===== config.mk =====
export PLATFORM = sky130hd
export DESIGN_NAME = port_led_pattern
export DESIGN_NICKNAME = d
export VERILOG_FILES = /design/src/rtl/port_led_pkg.sv /design/src/rtl/led_search_phase.sv /design/src/rtl/led_fault_phase.sv /design/src/rtl/port_led_pattern.sv
export SDC_FILE = /design/constraint.sdc
export NUM_CORES = 1
export LEC_CHECK = 0
export ABC_CLOCK_PERIOD_IN_PS = 2100
export BUFFER_PORTS_ARGS = -buffer_cell sky130_fd_sc_hd__buf_2
export CORE_UTILIZATION = 50
export CTS_CLUSTER_DIAMETER = 50
export CTS_CLUSTER_SIZE = 24
export DETAILED_ROUTE_END_ITERATION = 10
export GPL_ROUTABILITY_DRIVEN = 0
export PLACE_DENSITY = 0.78
export SLEW_MARGIN = 15
export SYNTH_ARGS = -nofsm -noshare
export SYNTH_HDL_FRONTEND = slang
export SYNTH_SLANG_ARGS = --single-unit
export TNS_END_PERCENT = 10

===== constraint.sdc =====
create_clock -name clk -period 2.1 [get_ports clk]
set_clock_uncertainty 0.1 [all_clocks]
set_input_delay 0.42 -clock clk [delete_from_list [all_inputs] [get_ports clk]]
set_output_delay 0.42 -clock clk [all_outputs]
set_load 0.03 [all_outputs]

===== src/rtl/port_led_pkg.sv =====
package port_led_pkg;
  typedef enum logic [1:0] {
    PS_IDLE    = 2'b00,
    PS_SEARCH  = 2'b01,
    PS_POWERED = 2'b10,
    PS_FAULT   = 2'b11
  } port_state_e;
endpackage


===== src/rtl/led_search_phase.sv =====
// Lit window at the start of each detection cycle, restarted by every pulse.
module led_search_phase #(
  parameter int ON_MS = 160
) (
  input  logic clk,
  input  logic rst_n,
  input  logic tick,
  input  logic in_search,
  input  logic cycle_start,
  output logic lit_d
);
  localparam int CW = $clog2(ON_MS + 1);
  localparam logic [CW-1:0] ON_LIM = CW'(ON_MS);

  logic [CW-1:0] since_q, since_d;
  logic          valid_q, valid_d;

  always_comb begin
    valid_d = cycle_start | (in_search & valid_q);
    if (cycle_start)
      since_d = '0;
    else if (tick && since_q < ON_LIM)
      since_d = since_q + 1'b1;
    else
      since_d = since_q;
    lit_d = in_search & valid_d & (since_d < ON_LIM);
  end

  always_ff @(posedge clk or negedge rst_n) begin
    if (!rst_n) begin
      since_q <= ON_LIM;
      valid_q <= 1'b0;
    end else begin
      since_q <= since_d;
      valid_q <= valid_d;
    end
  end
endmodule


===== src/rtl/led_fault_phase.sv =====
// Square-wave fault flash from entry, optionally bounded in length.
module led_fault_phase #(
  parameter int HALF_MS = 50,
  parameter int HOLD_MS = 2000
) (
  input  logic clk,
  input  logic rst_n,
  input  logic tick,
  input  logic in_fault,
  input  logic fault_entry,
  input  logic hold_until_reset,
  output logic lit_d
);
  localparam int SW = $clog2(2 * HALF_MS);
  localparam int MW = $clog2(HOLD_MS + 1);
  localparam logic [SW-1:0] SLOT_LAST = SW'(2 * HALF_MS - 1);
  localparam logic [SW-1:0] SLOT_HALF = SW'(HALF_MS);
  localparam logic [MW-1:0] MS_LIM    = MW'(HOLD_MS);

  logic [SW-1:0] slot_q, slot_d;
  logic [MW-1:0] ms_q, ms_d;

  always_comb begin
    slot_d = slot_q;
    ms_d   = ms_q;
    if (fault_entry) begin
      slot_d = '0;
      ms_d   = '0;
    end else if (in_fault && tick) begin
      slot_d = (slot_q == SLOT_LAST) ? '0 : slot_q + 1'b1;
      ms_d   = (ms_q == MS_LIM) ? ms_q : ms_q + 1'b1;
    end
    lit_d = in_fault & (slot_d < SLOT_HALF) & (hold_until_reset | (ms_d < MS_LIM));
  end

  always_ff @(posedge clk or negedge rst_n) begin
    if (!rst_n) begin
      slot_q <= '0;
      ms_q   <= '0;
    end else begin
      slot_q <= slot_d;
      ms_q   <= ms_d;
    end
  end
endmodule


===== src/rtl/port_led_pattern.sv =====
module port_led_pattern
  import port_led_pkg::*;
#(
  parameter int SRCH_ON_MS  = 160,
  parameter int ERR_HALF_MS = 50,
  parameter int ERR_HOLD_MS = 2000
) (
  input  logic       clk,
  input  logic       rst_n,
  input  logic       tick_1ms,
  input  logic       cfg_done,
  input  logic [1:0] port_state,
  input  logic       cycle_start,
  input  logic       hold_until_reset,
  output logic       led_n,
  output logic       led_oe
);
  port_state_e st, prev_q;
  logic in_search, in_fault, in_power, fault_entry;
  logic srch_lit, fault_lit, lit_d;

  assign st          = port_state_e'(port_state);
  assign in_search   = (st == PS_SEARCH);
  assign in_fault    = (st == PS_FAULT);
  assign in_power    = (st == PS_POWERED);
  assign fault_entry = in_fault & (prev_q != PS_FAULT);

  led_search_phase #(.ON_MS(SRCH_ON_MS)) u_search (
    .clk        (clk),
    .rst_n      (rst_n),
    .tick       (tick_1ms),
    .in_search  (in_search),
    .cycle_start(cycle_start),
    .lit_d      (srch_lit)
  );

  led_fault_phase #(.HALF_MS(ERR_HALF_MS), .HOLD_MS(ERR_HOLD_MS)) u_fault (
    .clk             (clk),
    .rst_n           (rst_n),
    .tick            (tick_1ms),
    .in_fault        (in_fault),
    .fault_entry     (fault_entry),
    .hold_until_reset(hold_until_reset),
    .lit_d           (fault_lit)
  );

  assign lit_d = srch_lit | fault_lit | in_power;

  always_ff @(posedge clk or negedge rst_n) begin
    if (!rst_n) begin
      led_n  <= 1'b1;
      led_oe <= 1'b0;
      prev_q <= PS_IDLE;
    end else begin
      led_n  <= ~lit_d;
      led_oe <= cfg_done;
      prev_q <= st;
    end
  end
endmodule


======== Yosys cells after proc, flatten, opt, wreduce, memory -nomap -nowiden ========
Index checks and enable logic that the tools add are counted.
cells by class
  reduce and logical (&&, ||, !) cells .... 2
  bitwise gates (word level) .............. 11
  $lt $le $gt $ge ......................... 4
  eq/ne operators ......................... 6
  add/sub/neg operators ................... 3
  mux-type cells .......................... 8
operators by type and width
  kind                                                                          number
  11-bit 2-to-1 mux                                                             3
  7-bit 2-to-1 mux                                                              3
  8-bit less-than comparator, second input constant                             2
  8-bit 2-to-1 mux                                                              2
  11-bit by 1-bit adder with 11-bit output, second input constant               1
  11-bit equality test, second input constant                                   1
  11-bit less-than comparator, second input constant                            1
  8-bit by 1-bit adder with 8-bit output, second input constant                 1
  7-bit by 1-bit adder with 7-bit output, second input constant                 1
  7-bit equality test, second input constant                                    1
  7-bit by 6-bit less-than comparator with 1-bit output, second input constant  1
  1-bit AND                                                                     6
  2-bit equality test, second input constant                                    2
  1-bit bitwise OR                                                              4
  2-bit by 1-bit equality test with 1-bit output, second input constant         1
  1-bit logical AND                                                             2
  2-bit inequality test, second input constant                                  1
  1-bit inverter                                                                1
word-level totals
  input port bits ......................... 8
  word-level logic and storage cells ...... 41
  output and inout bits ................... 2
  flip-flop bits (word level) ............. 31

======== Logic depth before layout (Yosys ltp) ========
Gate-level depths: netlist (run 1).
  depth in word-level cells ............... 10
  depth in mapped cells ................... 8
  gate-level depth less buffers ........... 8

======== Cells and area by module ========
A second synthesis (run 1) with hierarchy kept.
second synthesis, totals
  cells, all modules ...................... 182
  area, all modules ....................... 1737.9 sq um
modules (own cells, without submodules)
  module            cells each  times used  area each (sq um)  sequential area each (sq um)
  led_fault_phase   116         1           1078.5             450.4
  led_search_phase  57          1           523.0              227.7
  port_led_pattern  9           1           136.4              101.3

======== Worst setup path after synthesis (run 1) ========
OpenSTA, ideal clock, no wires.
  kind .................................... reg2reg
  start point ............................. register u_fault.ms_q[0]
  end point ............................... register led_n
  setup time .............................. 0.094 ns
  period minus slack after synthesis ...... 2.132 ns
  buffers on the path ..................... 0
  cell stages (with the launch flop) ...... 8
  data arrival time ....................... 1.937 ns
  path slack .............................. -0.032 ns
  data required time ...................... 1.906 ns
  cells stage by stage .................... dfrtp_1 ha_1 nand4_1 or3_1 a211o_1 nor4b_2 a211oi_1 a311oi_1
between the ends
  longest elaborated chain between the ends .. 10
  elaborated cells on any way between the ends .. 11
  classes of those cells .................. 1 x add/sub; 1 x order compare; 1 x eq/ne; 3 x mux; 5 x bitwise
ends and longest elaborated chain
  item                                                                              RTL line                RTL
  start: declaration                                                                led_fault_phase.sv:21   logic [MW-1:0] ms_q, ms_d;
  start signal: assignment                                                          led_fault_phase.sv:42   ms_q <= ms_d;
  11-bit by 1-bit adder with 11-bit output or 11-bit equality test (tied branches)  led_fault_phase.sv:31   ms_d = (ms_q == MS_LIM) ? ms_q : ms_q + 1'b1;
  11-bit 2-to-1 mux                                                                 led_fault_phase.sv:31
  11-bit 2-to-1 mux (*)                                                             led_fault_phase.sv:29   end else if (in_fault && tick) begin
  11-bit 2-to-1 mux (*)                                                             led_fault_phase.sv:26   if (fault_entry) begin
  11-bit less-than comparator (*)                                                   led_fault_phase.sv:33   lit_d = in_fault & (slot_d < SLOT_HALF) & (hold_until_reset | (ms_d < MS_LIM));
  1-bit bitwise OR (*)                                                              led_fault_phase.sv:33
  1-bit AND (*)                                                                     led_fault_phase.sv:33
  1-bit bitwise OR (*) (2 in series)                                                port_led_pattern.sv:47  assign lit_d = srch_lit | fault_lit | in_power;
  1-bit inverter (*)                                                                port_led_pattern.sv:55  led_n <= ~lit_d;
  end signal: assignment                                                            port_led_pattern.sv:55
  end: declaration                                                                  port_led_pattern.sv:15  output logic led_n,
Mark *: on every way between the ends. The rest lies on a longest branch, timed or not.

======== Final worst setup path (run 1) ========
Ends and elaborated chain as after synthesis.

==> out/metrics.yaml, run 1 <==
status: "finished with violations"
violations: "negative setup slack"
yosysUniqueCellTypes: 49
final_max_slew_viol_count: 0
cts.sink_count: 31
startpoint_type: "register"
antenna_cells: 0
port_buffers: 9
layout_common_cells: "dfrtp_1, buf_4, nor2_1, nand2_1, o21ai_0"
dp_slack_ps: -115
synthFlopType: "dfrtp_1"
period_share_pct: 104
hpwlAfterDp_um: 3300
fin_crit_ps: 2190
power_leakage_uw: 0.000968
tightest_slew_ps: 696
die_y_um: 62.2
fin_util_pct: 62.1
start_util_pct: 53.4
p_per_area_nw_per_um2: 536
ioPinCount: 10
clock_latency_ps: 340
crit_required_ps: 2240
grt_pass1_vias: 1632
synth_edf_count: 0
max_freq_mhz: 457
tritoncts: "yes"
antenna_found_initial: 0
peakVddDrop_mv: 0.359
fin_ws_ps: -90.4
drt_iter0_drc: 79
cts-root-buf: "clkbuf_4"
critical_path.max_stage_delay_ps: 420
setup_viol: 1
clock_tree.buffer_depth: 2
slew_headroom_pct: 53.6
synthCells: 189
cts.htree.levels: 2
area_growth_syn_to_layout_pct: 16.2
crit_path_end_kind: "register"
netlist_area_sq_um: 1810
clkSlewWorstSetupHoldPaths_ps: 110
ys_ff_latch: 31
cp_max_fo: 5
num_vias: 1584
multi_input_area_sq_um: 962
core_area_sq_um: 3390
wl_per_cell_um: 16.8
ys_seq_area_share_pct: 43.1
grt.overflow.total: 0
arrival_ps: 2330
fin_tns_setup_ps: -90.4
grt_pass1_wl_um: 7400
drv_cap: 0
grt_use_total_pct: 24.6
nets: 230
drc_errors: 0
hold_viol: 0
fp.dieW_um: 62.2
fill_cells: 285
hold_class: "input port to asynchronous set/reset pin"
drive_gt1_share_pct: 25.6
rsz0062_at_grt: "yes"
yosysWarnings: 0
yosys-top-cells-area: "dfrtp_1, dfstp_2, nor2_1"
cts_buffers: 5
regArea_sq_um: 779
antenna_left: 0
routed_wl_um: 4450
fp-row-count: 21
synth_nets: 201
ys_async_sr_fraction_pct: 100
yosys.area.top_type: "dfrtp_1"
power_uw: 1130
vias_per_cell: 5.98
grt_start_max_net_pins: 32
path_cells: "ha_2 > nand4_1 > or3_1 > a211o_1 > nor4b_2 > a211oi_1 > a311oi_1"
r2r_cells: 7
path_class: "register to register"
dr.pass1.iters: 4
final_common_cell: "dfrtp_1"
postSynthAreaPerCell_sq_um: 9.58
dieArea_sq_um: 3870
critPathSlowestCell: "dfrtp_1"
synth_top_cell_area_share_pct: 38.7
flip-flops by register name, summed over array words and instances, names as in the netlist:
| signal | cells |
|---|---|
| led_n | 1 |
| led_oe | 1 |
| prev_q | 2 |
| u_fault.ms_q | 11 |
| u_fault.slot_q | 7 |
| u_search.since_q | 8 |
| u_search.valid_q | 1 |
final timing paths:
check | end | startpoint | slack [ps]
worst max-delay path | led_n | u_fault.ms_q[0] | -90
worst min-delay path | u_fault.slot_q[6] | rst_n | 9
worst max register to register | led_n | u_fault.ms_q[0] | -90
worst min register to register | u_search.valid_q | u_search.valid_q | 410
max in group asynchronous | u_search.since_q[3] | rst_n | 1420
min in group clk | led_oe | cfg_done | 110
critical path, delay by kind of cell, from the launching register on:
family	cells	cell delay, ps
adders and majority gates	1	200
AOI/OAI and AO/OA	3	650
DFF	1	420
and+or+nand+nor	3	750
power breakdown:
group	internal (uW)	switching [uW]	leakage (uW)
logic	40.0	66.7	0.000519
registers	612	10.9	0.000410
clock network	197	202	0.0000386
total	849	279	0.000968
cell usage after synthesis, types with 3 or more instances:
library cell   n
a21o_1         3
a21oi_1        8
a311oi_1       3
and2_1         3
and3_1         6
and4_1         5
buf_4          3
buf_6          3
clkbuf_1       3
dfrtp_1       28
dfstp_2        3
ha_1           4
inv_1          7
nand2_1       14
nand3_1        6
nand4_1        8
nor2_1        19
nor2b_1        3
nor3b_1        3
o21ai_0       11
xnor2_1        3
xor2_1         7
repair_timing:
item,CTS,global route
resized for setup,1,3
pin swaps,0,1
buffers inserted,1,2
hold buffers,0,0
endpoints found under the hold margin,0,0
endpoints found under the setup margin,3,2
kinds of logic (layout without fill, tap and decap cells):
kind of cell | Yosys count | count (layout) | share of synthesized area, %
AND/OR/NAND/NOR | 81 | 81 | 26.1
multiplexers | 2 | 2 | 1.11
AO/OA/AOI/OAI | 45 | 45 | 17.0
XOR/XNOR | 10 | 10 | 4.84
flip-flops | 31 | 31 | 43.1
buffers and inverters | 16 | 46 | 5.18
adder cells (fa/ha/maj) | 4 | 4 | 2.76
per-stage QoR:
stage	instance area (sq um)	std cells	hold WS, ps
detailed placement	1990	254	389
global route	2100	265	69.4
global placement	1990	254	362
floorplan	1810	189	24.4
CTS	2070	263	33.0
finish	2100	265	8.62
final cells by class:
cell class	count	share of cell area [%]
flip-flops and latches	31	37.0
repair buffers	31	9.99
multi-input cells	142	45.7
inverters	7	1.25
well taps	46	2.73
clock buffers	8	3.27
per-layer routing:
metal / vias up / wire length, um / GRT usage (%)
met1: 745 / 1910 / 31.8
met2: 72 / 2120 / 39.1
li1: 752 / - / -
met5: - / 0 / 0
met4: 0 / 88 / 10.8
met3: 15 / 328 / 5.88
(Power assumes the default switching activity.)
==> inputs of run 2 (changes only) <==
ABC_CLOCK_PERIOD_IN_PS = not set   (was 2100)
BUFFER_PORTS_ARGS = not set   (was -buffer_cell sky130_fd_sc_hd__buf_2)
DONT_BUFFER_PORTS = 1   (was not set)
PLACE_DENSITY = 0.76   (was 0.78)
==> out/metrics.yaml, run 2 (same netlist as run 1, synthesis figures left out) <==
final_common_cell: "dfrtp_1"
top_regs: "u_fault.ms_q (11), u_search.since_q (8), u_fault.slot_q (7)"
clkSlewWorstSetupHoldPaths_ps: 100  # about the same
tritoncts: "yes"
hold_class: "input port to register"
critPathSlowestCell: "dfrtp_1"
arrival_ps: 2350  # +20 ps
grt_start_max_net_pins: 32  # unchanged
num_vias: 1567  # -1.1%
port_buffers: 0  # -9
routed_wl_um: 4170  # -6.4%
setup_viol: 1  # unchanged
regMostFlops: "u_fault.ms_q"
path_class: "register to register"
vias_per_cell: 6.12  # +2.4%
die_y_um: 62.2  # unchanged
core_area_sq_um: 3390  # unchanged
antenna_left: 0  # unchanged
cts.sink_count: 31  # unchanged
dp_slack_ps: -109  # +6.00 ps
nets: 221  # -3.9%
power_leakage_uw: 0.000943  # -2.6%
violations: "negative setup slack"
cp_max_fo: 9  # +4
startpoint_type: "register"
clock_tree.buffer_depth: 2  # unchanged
slew_headroom_pct: 58.3  # +4.7 points
drc_errors: 0  # unchanged
grt_pass1_vias: 1627  # -0.31%
fp.dieW_um: 62.2  # unchanged
drv_cap: 0  # unchanged
fp-row-count: 21  # unchanged
ioPinCount: 10  # unchanged
layout_common_cells: "dfrtp_1, nor2_1, buf_4, nand2_1, o21ai_0"
multi_input_area_sq_um: 958  # -0.39%
final_max_slew_viol_count: 0  # unchanged
hold_viol: 0  # unchanged
clock_latency_ps: 330  # about the same
rsz0062_at_grt: "yes"
max_freq_mhz: 451  # -1.3%
dr.pass1.iters: 4  # unchanged
cts-root-buf: "clkbuf_4"
whs_ps: 38.0  # +29.4 ps
fin_util_pct: 62.0  # -0.11 points
cts.htree.levels: 2  # unchanged
grt.overflow.total: 0  # unchanged
peakVddDrop_mv: 0.433  # +20%
drt_iter0_drc: 109  # +38%
grt_pass1_wl_um: 7200  # -2.6%
start_util_pct: 53.4  # unchanged
fin_crit_ps: 2220  # +28.7 ps
fill_cells: 280  # -1.8%
period_share_pct: 106  # +1.4 points
antenna_cells: 0  # unchanged
tightest_slew_ps: 623  # -72.6 ps
fin_ws_ps: -119  # -28.7 ps
status: "finished with violations"
crit_required_ps: 2240  # about the same
wl_per_cell_um: 16.3  # -3.1%
area_growth_syn_to_layout_pct: 16.0
p_per_area_nw_per_um2: 575  # +7.4%
regArea_sq_um: 779  # unchanged
hpwlAfterDp_um: 3010  # -8.6%
path_cells: "nand4_4 > or3_1 > a211o_1 > nor4b_2 > a211oi_1 > a311oi_1"
grt_use_total_pct: 23.9  # -0.67 points
largest_reg_flops: 11  # unchanged
power_uw: 1210  # +7.2%
cts_buffers: 5  # unchanged
critical_path.max_stage_delay_ps: 560  # +140 ps
crit_path_end_kind: "register"
antenna_found_initial: 0  # unchanged
dieArea_sq_um: 3870  # unchanged
drive_gt1_share_pct: 20.0  # -5.6 points
[run 2: timing repair]
item	in CTS	in global routing
pin swaps	0	1
gates cloned	0	0
hold buffers	6	1
endpoints found under the setup margin	3	5
endpoints found under the hold margin	35	1
gates resized for setup	1	3
setup buffers	1	1
[run 2: final cells by class]
class / instances / share of cell area (%)
Clock buffer: 6 / 2.44
Clock inverter: 2 / 1.67
Inverter: 7 / 1.25
Multi-Input combinational cell: 142 / 45.6
Sequential cell: 31 / 37.1
Tap cell: 46 / 2.74
Timing Repair Buffer: 22 / 9.17
[run 2: routing by layer]
| metal | vias up | track usage (%) | routed length, um |
|---|---|---|---|
| met5 | - | 0 | 0 |
| met3 | 15 | 6.80 | 314 |
| li1 | 737 | - | - |
| met1 | 750 | 28.0 | 1660 |
| met4 | 0 | 13.1 | 130 |
| met2 | 65 | 39.4 | 2060 |
[run 2: critical path, delay by kind of cell (launching register included)]
kind | cells | cell delay [ps]
AOI/OAI and AO/OA | 3 | 670
and+or+nand+nor | 3 | 790
DFF | 1 | 560
[run 2: through the flow]
stage          area (sq um)  setup TNS [ps]  instances
3_5_place_dp           1900            -141        239
4_1_cts                2070            -125        254
5_1_grt                2100            -278        256
3_3_place_gp           1900               0        239
2_1_floorplan          1810               0        189
6_report               2100            -119        256
[run 2: final timing paths]
path	startpoint	end	slack [ps]	depth (start not counted)
worst max register to register	u_fault.ms_q[2]	led_n	-120	6
max in group asynchronous	rst_n	led_n	1230	2
worst min register to register	u_search.valid_q	u_search.valid_q	390	1
worst min-delay path	cycle_start	u_search.since_q[0]	40	1
worst max-delay path	u_fault.ms_q[2]	led_n	-120	6
min in group asynchronous	rst_n	u_fault.ms_q[6]	420	2
[run 2: power breakdown]
part / internal (uW) / switching (uW) / leakage [uW]
Sequential: 612 / 17.8 / 0.000410
Clock: 281 / 208 / 0.0000482
Combinational: 40.7 / 49.4 / 0.000485
Total: 934 / 275 / 0.000943
==> inputs of run 3 (changes only) <==
CTS_BUF_LIST = sky130_fd_sc_hd__clkbuf_4   (was not set)
SETUP_SLACK_MARGIN = 0.02   (was not set)
==> out/metrics.yaml, run 3 (same netlist as run 1, synthesis figures left out) <==
clock_tree.buffer_depth: 2  # unchanged
hold_end: "u_search.since_q[2]"
grt_pass1_vias: 1535  # -5.7%
fin_tns_setup_ps: -21.7  # +97.4 ps
use_met3_pct: 6.99  # +0.18 points
tritoncts: "yes"
final_common_cell: "dfrtp_1"
num_vias: 1600  # +2.1%
grt_pass1_wl_um: 7090  # -1.6%
fp-row-count: 21  # unchanged
wl_per_cell_um: 17.0  # +4.5%
antenna_cells: 0  # unchanged
cp_max_fo: 5  # -4
fp.dieW_um: 62.2  # unchanged
final_max_slew_viol_count: 0  # unchanged
grt_use_met1_pct: 29.3  # +1.3 points
drt_iter0_drc: 131  # +20%
largest_reg_flops: 11  # unchanged
r2r_end: "led_n"
crit_path_end_kind: "register"
vias_per_cell: 6.20  # +1.3%
drive_gt1_share_pct: 24.1  # +4.1 points
status: "finished with violations"
crit_required_ps: 2260  # +20 ps
setup_viol: 1  # unchanged
path_class: "register to register"
period_share_pct: 101  # -4.6 points
cts.sink_count: 31  # unchanged
fin_cells: 258  # +0.78%
grt_use_met2_pct: 39.4  # unchanged
startpoint_type: "register"
nets: 223  # +0.90%
antenna_found_initial: 0  # unchanged
ff2ff_setup_slack_ps: -20  # +100 ps
cts.htree.levels: 2  # unchanged
tightest_slew_ps: 651  # +27.9 ps
die_y_um: 62.2  # unchanged
regArea_sq_um: 786  # +0.80%
peakVddDrop_mv: 0.527  # +22%
crit-reg2reg-launch: "u_fault.ms_q[1]"
hold_class: "input port to register"
fill_cells: 280  # unchanged
dr.pass1.iters: 5  # +1
max_freq_mhz: 471  # +4.6%
fin_util_pct: 63.6  # +1.7 points
grt_start_max_net_pins: 32  # unchanged
critPathBufInv: 0  # unchanged
cpLargestDelayFamily: "simple AND/OR/NAND/NOR gates"
r2r_cells: 7  # +1
whs_path_depth: 1  # unchanged
rsz0062_at_grt: "yes"
hpwlAfterDp_um: 2950  # -2.2%
clkSlewWorstSetupHoldPaths_ps: 110  # about the same
multi_input_area_sq_um: 1000  # +4.7%
fin_ws_ps: -21.7  # +97.4 ps
ioPinCount: 10  # unchanged
holdCritStartpoint: "cycle_start"
grt_busiest_layer: "met2"
p_per_area_nw_per_um2: 549  # -4.5%
fin_crit_ps: 2120  # -97.4 ps
drc_errors: 0  # unchanged
port_buffers: 0  # unchanged
dp_slack_ps: -67.2  # +41.5 ps
area_growth_syn_to_layout_pct: 19.1
drv_cap: 0  # unchanged
violations: "negative setup slack"
hold_viol: 0  # unchanged
dp_cells: 239  # unchanged
cts_buffers: 5  # unchanged
dieArea_sq_um: 3870  # unchanged
start_util_pct: 53.4  # unchanged
grt_use_total_pct: 23.9  # -0.040 points
layout_common_cells: "dfrtp_1, nor2_1, buf_4, nand2_1, o21ai_0"
regMostFlops: "u_fault.ms_q"
slew_headroom_pct: 56.4  # -1.9 points
antenna_left: 0  # unchanged
routed_wl_um: 4390  # +5.4%
top_regs: "u_fault.ms_q (11), u_search.since_q (8), u_fault.slot_q (7)"
clock_latency_ps: 350  # +20 ps
arrival_ps: 2280  # -70 ps
core_area_sq_um: 3390  # unchanged
cts-root-buf: "clkbuf_4"
critPathSlowestCell: "dfrtp_2"
power_leakage_uw: 0.000963  # +2.1%
path_cells: "ha_4 > nand4_1 > or3_1 > a211o_1 > nor4b_4 > a211oi_2 > a311oi_1"
critical_path.max_stage_delay_ps: 430  # -130 ps
grt.overflow.total: 0  # unchanged
## run 3: cell count changes in the layout (fill, tap and decap cells not counted), sizes merged
cell    change
buf         +2
clkinv      +1
clkbuf      -1
## run 3: area by class of cell
| cell class | count | share of cell area (%) |
|---|---|---|
| timing repair buffer | 24 | 9.63 |
| clock inverter | 3 | 1.80 |
| tap | 46 | 2.67 |
| clock buffer | 5 | 1.74 |
| multi-input combinational | 142 | 46.5 |
| inverter | 7 | 1.22 |
| sequential | 31 | 36.4 |
## run 3: timing repair
item | in CTS | in global routing
gates resized for setup | 9 | 6
hold buffers | 6 | 1
hold endpoints to repair | 36 | 1
setup buffers | 4 | 1
pin swaps | 9 | 7
setup endpoints to repair | 4 | 4
## run 3: worst max path at each step
| stage | startpoint | to | cells past startpoint |
|---|---|---|---|
| after floorplan | u_fault.ms_q[0] | led_n | 7 |
| after global placement | u_fault.ms_q[0] | led_n | 7 |
| after detailed placement | u_fault.ms_q[0] | led_n | 7 |
| after CTS | u_fault.ms_q[3] | led_n | 6 |
| after global routing | u_fault.ms_q[1] | led_n | 7 |
| final | u_fault.ms_q[1] | led_n | 7 |
## run 3: where the power goes
group,switching [uW],internal (uW),total [uW]
Combinational,51.7,40.6,92.3
Clock,219,245,464
Sequential,16.6,612,629
Total,288,898,1190
## run 3: per-stage QoR
step	hold slack (ps)	power [uW]	instance area, sq um
CTS	13.6	1190	2100
detailed placement	25.2	700	1910
finish	32.8	1190	2160
global placement	25.2	697	1910
floorplan	24.4	689	1820
global route	6.21	1230	2160
## run 3: layer usage
metal | vias to the layer above | wire length [um]
li1 | 737 | -
met1 | 793 | 1890
met4 | 0 | 132
met5 | - | 0
met3 | 19 | 233
met2 | 51 | 2130
